$ cat src/rtl/aud_rx_pkg.sv
package aud_rx_pkg;
  localparam int SAMPLE_W = 24;
  localparam int CNT_W    = 6;

  typedef enum logic [2:0] {
    FMT_RJ16 = 3'd0,
    FMT_RJ20 = 3'd1,
    FMT_LJ24 = 3'd2,
    FMT_I2S  = 3'd3,
    FMT_RJ24 = 3'd4
  } fmt_t;

  // unused codes fold onto the 16-bit right-justified format
  function automatic fmt_t fmt_norm(input logic [2:0] code);
    case (code)
      3'd1:    return FMT_RJ20;
      3'd2:    return FMT_LJ24;
      3'd3:    return FMT_I2S;
      3'd4:    return FMT_RJ24;
      default: return FMT_RJ16;
    endcase
  endfunction

  // frame clock level that marks the left channel
  function automatic logic left_level(input fmt_t f);
    return (f != FMT_I2S);
  endfunction

  // does the bit at position pos of a half frame enter the shifter
  function automatic logic take_bit(input fmt_t f, input logic [CNT_W-1:0] pos);
    case (f)
      FMT_LJ24: return (pos < CNT_W'(SAMPLE_W));
      FMT_I2S:  return (pos != '0) && (pos <= CNT_W'(SAMPLE_W));
      default:  return 1'b1;
    endcase
  endfunction

  // sign extension of the shifter contents to a full sample
  function automatic logic [SAMPLE_W-1:0] align(input fmt_t f, input logic [SAMPLE_W-1:0] sh);
    case (f)
      FMT_RJ16: return {{(SAMPLE_W-16){sh[15]}}, sh[15:0]};
      FMT_RJ20: return {{(SAMPLE_W-20){sh[19]}}, sh[19:0]};
      default:  return sh;
    endcase
  endfunction
endpackage

$ cat src/rtl/aud_rx_sync.sv
module aud_rx_sync #(
  parameter int W      = 3,
  parameter int STAGES = 2
) (
  input  logic         clk,
  input  logic         rst_n,
  input  logic [W-1:0] d,
  output logic [W-1:0] q
);
  logic [STAGES-1:0][W-1:0] stg;

  always_ff @(posedge clk or negedge rst_n) begin
    if (!rst_n) stg <= '0;
    else        stg <= {stg[STAGES-2:0], d};
  end

  assign q = stg[STAGES-1];
endmodule

$ cat src/rtl/aud_rx_shift.sv
module aud_rx_shift
  import aud_rx_pkg::*;
(
  input  logic                clk,
  input  logic                rst_n,
  input  logic                bclk_s,
  input  logic                lr_s,
  input  logic                sd_s,
  input  fmt_t                fmt,
  output logic                half_end,
  output logic                ended_left,
  output logic [SAMPLE_W-1:0] half_word
);
  logic                bclk_q;
  logic                bit_evt;
  logic                seen;
  logic                lr_q;
  logic [CNT_W-1:0]    cnt;
  logic [CNT_W-1:0]    cnt_nx;
  logic [SAMPLE_W-1:0] sh;

  assign bit_evt    = bclk_s & ~bclk_q;
  assign half_end   = bit_evt & seen & (lr_s ^ lr_q);
  assign ended_left = (lr_q == left_level(fmt));
  assign half_word  = align(fmt, sh);

  always_comb begin
    if (half_end)  cnt_nx = '0;
    else if (&cnt) cnt_nx = cnt;
    else           cnt_nx = cnt + 1'b1;
  end

  always_ff @(posedge clk or negedge rst_n) begin
    if (!rst_n) begin
      bclk_q <= 1'b0;
      seen   <= 1'b0;
      lr_q   <= 1'b0;
      cnt    <= '0;
      sh     <= '0;
    end else begin
      bclk_q <= bclk_s;
      if (bit_evt) begin
        seen <= 1'b1;
        lr_q <= lr_s;
        cnt  <= cnt_nx;
        if (take_bit(fmt, cnt_nx)) sh <= {sh[SAMPLE_W-2:0], sd_s};
      end
    end
  end
endmodule

$ cat src/rtl/aud_rx_frame.sv
module aud_rx_frame
  import aud_rx_pkg::*;
(
  input  logic                clk,
  input  logic                rst_n,
  input  logic                half_end,
  input  logic                ended_left,
  input  logic [SAMPLE_W-1:0] half_word,
  input  logic [2:0]          fmt_code,
  output fmt_t                fmt_act,
  output logic                frame_start,
  output logic [SAMPLE_W-1:0] left_o,
  output logic [SAMPLE_W-1:0] right_o,
  output logic                valid_o
);
  fmt_t                fmt_new;
  logic                frame_ok;
  logic [SAMPLE_W-1:0] left_hold;

  assign fmt_new     = fmt_norm(fmt_code);
  assign frame_start = half_end & ~ended_left;

  always_ff @(posedge clk or negedge rst_n) begin
    if (!rst_n) begin
      fmt_act   <= FMT_RJ16;
      frame_ok  <= 1'b0;
      left_hold <= '0;
      left_o    <= '0;
      right_o   <= '0;
      valid_o   <= 1'b0;
    end else begin
      valid_o <= 1'b0;
      if (half_end && ended_left) begin
        left_hold <= half_word;
      end
      if (frame_start) begin
        if (frame_ok) begin
          left_o  <= left_hold;
          right_o <= half_word;
          valid_o <= 1'b1;
        end
        frame_ok <= (fmt_new == fmt_act);
        fmt_act  <= fmt_new;
      end
    end
  end
endmodule

$ cat src/rtl/serial_audio_rx.sv
module serial_audio_rx
  import aud_rx_pkg::*;
#(
  parameter int SYNC_STAGES = 2
) (
  input  logic                clk,
  input  logic                rst_n,
  input  logic [2:0]          fmt_sel_i,
  input  logic                bit_clk_i,
  input  logic                frame_clk_i,
  input  logic                ser_data_i,
  output logic [SAMPLE_W-1:0] left_o,
  output logic [SAMPLE_W-1:0] right_o,
  output logic                valid_o
);
  logic [2:0]          sync_q;
  logic                half_end;
  logic                ended_left;
  logic [SAMPLE_W-1:0] half_word;
  logic                frame_start;
  fmt_t                fmt_act;

  aud_rx_sync #(.W(3), .STAGES(SYNC_STAGES)) u_sync (
    .clk   (clk),
    .rst_n (rst_n),
    .d     ({bit_clk_i, frame_clk_i, ser_data_i}),
    .q     (sync_q)
  );

  aud_rx_shift u_shift (
    .clk        (clk),
    .rst_n      (rst_n),
    .bclk_s     (sync_q[2]),
    .lr_s       (sync_q[1]),
    .sd_s       (sync_q[0]),
    .fmt        (fmt_act),
    .half_end   (half_end),
    .ended_left (ended_left),
    .half_word  (half_word)
  );

  aud_rx_frame u_frame (
    .clk         (clk),
    .rst_n       (rst_n),
    .half_end    (half_end),
    .ended_left  (ended_left),
    .half_word   (half_word),
    .fmt_code    (fmt_sel_i),
    .fmt_act     (fmt_act),
    .frame_start (frame_start),
    .left_o      (left_o),
    .right_o     (right_o),
    .valid_o     (valid_o)
  );
endmodule

$ cat config.mk
export PLATFORM = sky130hd
export DESIGN_NAME = serial_audio_rx
export DESIGN_NICKNAME = d
export VERILOG_FILES = /design/src/rtl/aud_rx_pkg.sv /design/src/rtl/aud_rx_sync.sv /design/src/rtl/aud_rx_shift.sv /design/src/rtl/aud_rx_frame.sv /design/src/rtl/serial_audio_rx.sv
export SDC_FILE = /design/constraint.sdc
export NUM_CORES = 1
export LEC_CHECK = 0
export BUFFER_PORTS_ARGS = -buffer_cell sky130_fd_sc_hd__buf_2
export CORE_ASPECT_RATIO = 1.1
export CORE_MARGIN = 10
export CORE_UTILIZATION = 45
export CTS_CLUSTER_DIAMETER = 120
export CTS_CLUSTER_SIZE = 14
export DETAILED_ROUTE_END_ITERATION = 6
export HOLD_SLACK_MARGIN = 0.05
export SLEW_MARGIN = 10
export SYNTH_ARGS = -nofsm -noshare
export SYNTH_HDL_FRONTEND = slang
export SYNTH_SLANG_ARGS = --single-unit
$ cat constraint.sdc
create_clock -name clk -period 3.2 [get_ports clk]
set_input_delay 0 -clock clk [delete_from_list [all_inputs] [get_ports clk]]
set_output_delay 0 -clock clk [all_outputs]
set_load 0.02 [all_outputs]
Yosys cells after proc, flatten, opt, wreduce, memory -nomap -nowiden
Cells that the tools add are included.
W data, S select, Z words.
{"block": "totals", "romBits": 0, "ramBits": 0, "latch_bits": 0, "wordCells": 48, "register_bits": 116, "n_memories": 0}
{"block": "classes", "bitwise": 7, "muxes": 8, "shifts": 0, "eq_ne": 10, "order_cmp": 2, "div_mod_pow": 0, "reduce_logical": 7, "add_sub_neg": 1, "multipliers": 0}
{"op": "$pmux W24 S2", "n": 1}
{"op": "$eq A3 B2 Y1 const B", "n": 4}
{"op": "$mux W6", "n": 2}
{"op": "$pmux W3 S4", "n": 1}
{"op": "$add A6 B1 Y6 const B", "n": 1}
{"op": "$eq A3 B1 Y1 const B", "n": 2}
{"op": "$le A6 B5 Y1 const B", "n": 1}
{"op": "$lt A6 B5 Y1 const B", "n": 1}
{"op": "$reduce_and A6 Y1", "n": 1}
{"op": "$reduce_bool A6 Y1", "n": 1}
{"op": "$and A1 B1 Y1", "n": 4}
{"op": "$reduce_and A2 Y1", "n": 2}
{"op": "$eq A3 B3 Y1", "n": 1}
{"op": "$eq A3 B3 Y1 const B", "n": 1}
{"op": "$logic_not A3 Y1", "n": 1}
{"op": "$mux W1", "n": 3}
{"op": "$ne A3 B2 Y1 const B", "n": 1}
{"op": "$logic_and A1 B1 Y1", "n": 2}
{"op": "$not A1 Y1", "n": 2}
{"op": "$pmux W1 S2", "n": 1}
{"op": "$eq A1 B1 Y1", "n": 1}
{"op": "$xor A1 B1 Y1", "n": 1}

Depth between registers and ports, before layout
Gate-level depths: netlist of the first run.
{"block": "logic_depth", "depth_word": 10, "depth_mapped": 8}

Hierarchy
From an unflattened synthesis of the first run, not the netlist that was laid out.
{"block": "unflattened", "hier_cells": 339, "area_unflattened_um2": 4916.0}
{"module": "aud_rx_frame", "area_each_um2": 2965.3, "seq_area_each_um2": 1926.8, "cells_per_inst": 180, "instances": 1}
{"module": "aud_rx_shift", "area_each_um2": 1778.0, "seq_area_each_um2": 825.8, "cells_per_inst": 150, "instances": 1}
{"module": "aud_rx_sync", "area_each_um2": 172.7, "seq_area_each_um2": 150.1, "cells_per_inst": 9, "instances": 1}

Least setup slack after synthesis of the first run
Ideal clock, no wire load.
{"block": "synth_timing", "kind": "register to register", "from": "register u_shift.cnt[0]", "to": "register u_shift.sh[10]", "setup_ps": 125, "n_path_buf": 2, "arrival_ps": 2139, "slack_ps": 936, "stages_incl_launch_ff": 9, "t_required_ps": 3075, "path_cell_list": "dfrtp_1 ha_1 clkbuf_1 xnor2_1 nand4b_1 o31a_1 o311ai_4 buf_6 mux2_4"}
{"block": "synth_between", "elab_chain_cells": 8}
{"item": "start, declared", "line": "aud_rx_shift.sv:18", "source": "logic [CNT_W-1:0] cnt;"}
{"item": "start signal, assigned", "line": "aud_rx_shift.sv:45", "source": "cnt <= cnt_nx;"}
{"item": "$add A6 B1 Y6 / $reduce_and A6 Y1 (equally long branches)", "line": "aud_rx_shift.sv:30, aud_rx_shift.sv:29"}
{"item": "$mux W6 (*)", "line": "aud_rx_shift.sv:29", "source": "else if (&cnt) cnt_nx = cnt;"}
{"item": "$mux W6 (*)", "line": "aud_rx_shift.sv:28", "source": "if (half_end) cnt_nx = '0;"}
{"item": "$le A6 B5 Y1 / $reduce_bool A6 Y1 (equally long branches)", "line": "aud_rx_pkg.sv:33", "source": "FMT_I2S: return (pos != '0) && (pos <= CNT_W'(SAMPLE_W));"}
{"item": "$logic_and A1 B1 Y1", "line": "aud_rx_pkg.sv:33"}
{"item": "$pmux W1 S2 (*)", "line": "aud_rx_pkg.sv:31", "source": "case (f)"}
{"item": "$mux W1 (*)", "line": "aud_rx_shift.sv:42", "source": "if (bit_evt) begin"}
{"item": "$reduce_and A2 Y1 (no line) (*)"}
{"item": "end signal, assigned", "line": "aud_rx_shift.sv:46", "source": "if (take_bit(fmt, cnt_nx)) sh <= {sh[SAMPLE_W-2:0], sd_s};"}
{"item": "end, declared", "line": "aud_rx_shift.sv:20", "source": "logic [SAMPLE_W-1:0] sh;"}
Mark *: on every way between the ends. The rest lies on a longest branch, timed or not. The select of a mux whose other input is x is not followed.
A chain may end at the register's enable or synchronous reset.

Worst setup path after layout of the first run
{"block": "layout_timing", "from": "register u_shift.cnt[0]", "to": "register u_shift.sh[2]"}
Same word-level chain as after synthesis.

==> results of run 1 <==
==> cells in the mapped netlist, drive strengths merged (2+ instances only) <==
| library cell | number |
|---|---|
| nand2 | 74 |
| a21oi | 9 |
| a211oi | 2 |
| buf | 9 |
| a31oi | 12 |
| mux2 | 68 |
| o31ai | 4 |
| o211ai | 2 |
| dfrtp | 116 |
| nor2 | 9 |
| nand4 | 3 |
| inv | 3 |
| nor3 | 2 |
| nor2b | 6 |
| o21a | 3 |
| xor2 | 4 |
| or3 | 3 |
| and4b | 2 |
| and3 | 2 |
| clkbuf | 12 |
| o21ai | 11 |
| nand3 | 7 |
| nand2b | 6 |
==> routing by layer <==
layer  share of wire  wire length (um)  GRT usage
met1            0.43              4030      0.145
met2            0.50              4680      0.204
met3           0.054               500     0.0542
met5               0                 0          0
met4          0.0092                85     0.0525
==> logic make-up (layout without fill, tap and decap cells) <==
family	count (synthesis)	after routing
adder cells (fa/ha/maj)	1	1
buffers and inverters	24	102
AO/OA/AOI/OAI	49	49
AND/OR/NAND/NOR	118	118
multiplexers	69	69
flip-flops	116	116
XOR/XNOR	5	5
==> path summary, 6_finish.rpt <==
kind	endpoint	depth (start not counted)	startpoint	slack (ps)
hold reg to reg	u_sync.q[1]$_DFF_PN0_	0	u_sync.stg[1]$_DFF_PN0_	350
setup / recovery	u_shift.sh[2]$_DFFE_PN0P_	7	u_shift.cnt[0]$_DFFE_PN0N_	670
hold / removal	u_frame.frame_ok$_DFFE_PN0P_	5	fmt_sel_i[2]	100
min in group asynchronous	u_frame.left_o[11]$_DFFE_PN0P_	2	rst_n	290
max in group asynchronous	u_frame.right_o[22]$_DFFE_PN0P_	3	rst_n	2160
setup reg to reg	u_shift.sh[2]$_DFFE_PN0P_	7	u_shift.cnt[0]$_DFFE_PN0N_	670
==> layout make-up <==
cell class                 count  area share
clock buffer                  24      0.0854
clock inverter                 5     0.00852
inverter                       3     0.00192
multi-input combinational    242       0.308
sequential                   116       0.494
tap                          143      0.0305
timing repair buffer          70      0.0716
==> critical path: stages (launching register included) <==
cell      delay [ps]
dfrtp_1          480
ha_1             440
nor2b_1           90
a211oi_1         230
a211oi_1         110
o311ai_4         250
buf_4            410
mux2_2           380
==> registers in the layout, summed over array words and instances, names as in the netlist <==
register / count
u_frame.valid_o: 1
u_frame.fmt_act: 3
u_shift.lr_q: 1
u_frame.left_hold: 24
u_frame.frame_ok: 1
u_frame.left_o: 24
u_sync.stg: 3
u_shift.cnt: 6
u_sync.q: 3
u_shift.sh: 24
u_frame.right_o: 24
u_shift.seen: 1
u_shift.bclk_q: 1
==> report_power, final <==
group	switching, mW	leakage (nW)	total (mW)	internal (mW)
Clock	0.587	0.278	1.74	1.15
Combinational	0.661	1.21	1.20	0.543
Sequential	0.335	1.52	2.23	1.90
Total	1.58	3.00	5.17	3.59
==> stage by stage <==
step	worst slack (ps)	util
global placement	781	0.502
finish	673	0.562
global route	527	0.562
detailed placement	714	0.502
CTS	688	0.562
floorplan	936	-
==> results.tsv, run 1 <==
metric	value	unit
setup_tns	0	ps
slew_viol_final	0	
areaGrowthSynthToFinish	21.8	%
dp_cells	566	
ys.flop_type	dfrtp_1	
final_common_cell	dfrtp_1	
setup_viol	0	
fp.dieH	129	um
cts_resized	0	
clk_pin_slew	50	ps
dieArea	15300	um^2
drt-initial-drc-count	131	
gp_congestion	0.783	
synth_area	4820	um^2
path_class	flip-flop to flip-flop	
ys_seq_area_frac	0.602	
ant_nets	0	
synth_top_family_by_area	multiplexers	
power.total	5.17	mW
final_cell_mix	dfrtp_1 (116), nand2_1 (73), buf_2 (55)	
p_leak	3.00	nW
fmax	0.396	GHz
avgSynthCellArea	12.6	um^2
fin_skew	9.17	ps
fin_area	5870	um^2
fin_cells	603	
first_global_vias	3112	
powerDensity	881	nW/um^2
cp.required	3490	ps
drive_gt1_frac	0.359	
grt_pass1_wl	15500	um
status	finished, final reports clean	
cp-start-kind	flip-flop	
wl	9290	um
clock_sinks	116	
peakVddDrop	0.362	mV
grt_remaining_overflow	0	
synth_top_area_frac	0.602	
antenna_found_initial	0	
diodes	0	
clockBufferDepth	2	
layout_min_cycle_time	2530	ps
synth-simple-area-share	0.113	
slew_headroom	0.390	
path_max_fanout	24	
yosys_warnings	0	
synth.distinct_cells	44	
viasPerCell	5.16	
rows	39	
syn_nets	391	
io_buffers	56	
netlist.top_cell.by_area	dfrtp_1	
async_reset_ff_frac	1.00	
synth-edff-count	0	
muxShareOfSynthArea	0.176	
firstDrtPassIters	5	
placed_area	5240	um^2
nets	459	
grt_start_max_net_pins	73	
root_buffer	clkbuf_16	
synth_adder_area_share	0.00260	
cts_buffers	17	
synth_seq_cells	116	
fillCellCount	912	
cts_tree	yes	
synth_compound_area_frac	0.0709	
clk_latency	410	ps
regArea	2900	um^2
wl_per_cell	15.4	um
rsz0062_at_grt	false	
postCtsSetupBuffers	0	
worstPathArrival	2810	ps
crit_path_end_kind	flip-flop	
worst_slew_pin_slew	914	ps
die_x	119	um
hold_slack	100	ps
fin_crit_sh	0.790	
hold_class	primary input to flip-flop	
post_synth_xor_area_fraction	0.0106	
initial_core_util	0.462	
cts_max_level	4	
top_level_ports	57	
synth_cells	382	
core_area	10400	um^2
yosys-top-cells-area	dfrtp_1 (60%), mux2_2 (11%), mux2_4 (6.2%)	
dp_hpwl	5950	um
multi_input_area	1810	um^2
grt_usage	0.126	
vias	3112	
drc	0	
hold_buffers	8	
hold_violations	0	
cap_viol_max_count	0	
Note: power is estimated with default switching activity, not from simulation.
==> run 2, diff against run 1 <==
- PLACE_DENSITY: not set -> 0.67
- clock period: 3.2 -> 2.2 ns (I/O delays scaled with it)
==> run 2 against run 1 <==
Clock skew grew 1.4 ps. Sequential power is 45% higher. Critical path depth up 1. Non-clock buffer count grew 12. Worst hold slack improved by 34 ps. Design area grew 3.0%. Sequential share of layout area is 1.4 points lower. Clock power up 51%. Via count increased by 0.93%. Critical endpoint is now u_shift.sh[0]$_DFFE_PN0P_. Highest routed layer unchanged.
==> results.tsv, run 2 (synthesis gave the netlist of run 1 again) <==
metric	value	unit
status	finished, final reports clean	
place_ws	-9.10	ps
grt_start_max_net_pins	51	
core_area	10400	um^2
grt_remaining_overflow	0	
vias	3141	
first_global_vias	3218	
clk_latency	410	ps
p_int	5.33	mW
final_cell_mix	dfrtp_1 (113), nand2_1 (73), buf_2 (55)	
top_level_ports	57	
setup_viol	0	
pwr-share-clk	0.339	
cp-start-kind	flip-flop	
drt-initial-drc-count	164	
clk_pin_slew	50	ps
clockBufferDepth	2	
drive_gt1_frac	0.384	
antenna_found_initial	0	
clock_sinks	116	
firstDrtPassIters	6	
drc	0	
nets	471	
die_x	119	um
diodes	0	
rows	39	
root_buffer	clkbuf_16	
worst_slew_pin_slew	554	ps
switching_share	0.311	
layout_min_cycle_time	2160	ps
gp_congestion	0.847	
crit_chain	ha_4, xnor2_1, nand4b_1, o31a_1, o311ai_4, buf_4, buf_12, mux2_2	
placed_area	5320	um^2
p_comb_frac	0.243	
ant_nets	0	
cap_viol_max_count	0	
setup_ws	42.9	ps
powerDensity	1280	nW/um^2
p_leak	3.07	nW
fin_skew	10.6	ps
p_sw	2.41	mW
areaGrowthSynthToFinish	25.4	%
peakVddDrop	0.519	mV
fin_crit_sh	0.980	
fin_area	6050	um^2
crit_path_end_kind	flip-flop	
fp.dieH	129	um
io_buffers	56	
path_max_fanout	12	
hold_violations	0	
grt_pass1_wl	16200	um
wl	9670	um
wl_per_cell	15.7	um
grt_usage	0.132	
critPathSlowestCell	dfrtp_1	
cp.required	2480	ps
cpPeakStageDelay	420	ps
dieArea	15300	um^2
initial_core_util	0.462	
seqPwrFrac	0.417	
path_class	flip-flop to flip-flop	
final_common_cell	dfrtp_1	
fmax	0.464	GHz
slew_viol_final	0	
slew_headroom	0.631	
worstPathArrival	2440	ps
viasPerCell	5.09	
cts_tree	yes	
cts_buffers	17	
dp_hpwl	6220	um
cts_max_level	4	
hold_class	primary input to asynchronous set/reset pin	
==> run 2: power by group through the flow <==
| stage | Sequential [mW] | Clock [mW] | Combinational (mW) |
|---|---|---|---|
| global route | 3.32 | 2.79 | 2.07 |
| floorplan | 3.44 | 0 | 0.982 |
| finish | 3.23 | 2.63 | 1.88 |
| detailed placement | 3.26 | 0 | 1.86 |
| CTS | 3.23 | 2.68 | 1.89 |
| global placement | 3.23 | 0 | 1.81 |
==> run 2: final timing paths <==
kind,end,from,slack [ps],cells past startpoint
setup / recovery,u_shift.sh[0]$_DFFE_PN0P_,u_shift.cnt[0]$_DFFE_PN0N_,40,8
hold / removal,u_frame.left_o[13]$_DFFE_PN0P_,rst_n,130,2
setup reg to reg,u_shift.sh[0]$_DFFE_PN0P_,u_shift.cnt[0]$_DFFE_PN0N_,40,8
hold reg to reg,u_sync.q[1]$_DFF_PN0_,u_sync.stg[1]$_DFF_PN0_,340,0
max in group asynchronous,u_frame.left_o[12]$_DFFE_PN0P_,rst_n,1360,3
min in group clk,u_frame.frame_ok$_DFFE_PN0P_,fmt_sel_i[2],140,5
==> run 2: through the flow <==
step | setup TNS [ps] | instances | util | total power [mW] | hold WS (ps)
final | 0 | 617 | 0.579 | 7.74 | 134
after detailed placement | -19.3 | 573 | 0.509 | 5.12 | 30.8
after global routing | -76.0 | 617 | 0.579 | 8.19 | 146
after CTS | 0 | 612 | 0.572 | 7.80 | 127
after global placement | 0 | 573 | 0.509 | 5.04 | 22.9
after floorplan | 0 | 382 | - | 4.42 | -296
==> run 2: timing repair <==
item / in CTS / in global routing
endpoints found under the setup margin: 4 / 8
cloned: 0 / 2
buffers inserted: 0 / 3
resized for setup: 1 / 5
hold buffers: 8 / 0
endpoints found under the hold margin: 46 / 0
pin swaps: 0 / 3
==> run 2: critical path, delay by kind of cell (launching register included) <==
family | cells | cell delay (ps)
compound gates | 2 | 430
xor+xnor | 1 | 170
fa+ha+maj | 1 | 220
buf+inv | 2 | 320
flops | 1 | 420
mux | 1 | 340
simple gates | 1 | 140
==> run 2: cell type report <==
type                            instances  area [um^2]
Clock buffer                           22          464
Clock inverter                          9          105
Fill cell                             881         4400
Inverter                                3         11.3
Multi-Input combinational cell        242         1820
Sequential cell                       116         2910
Tap cell                              143          179
Timing Repair Buffer                   82          561
==> run 2: per-layer routing <==
metal,global-route usage,vias up,wire length (um)
met3,0.0591,15,542
met4,0.0518,0,154
met2,0.213,64,4800
li1,-,1497,-
met1,0.152,1565,4180
met5,0,-,0
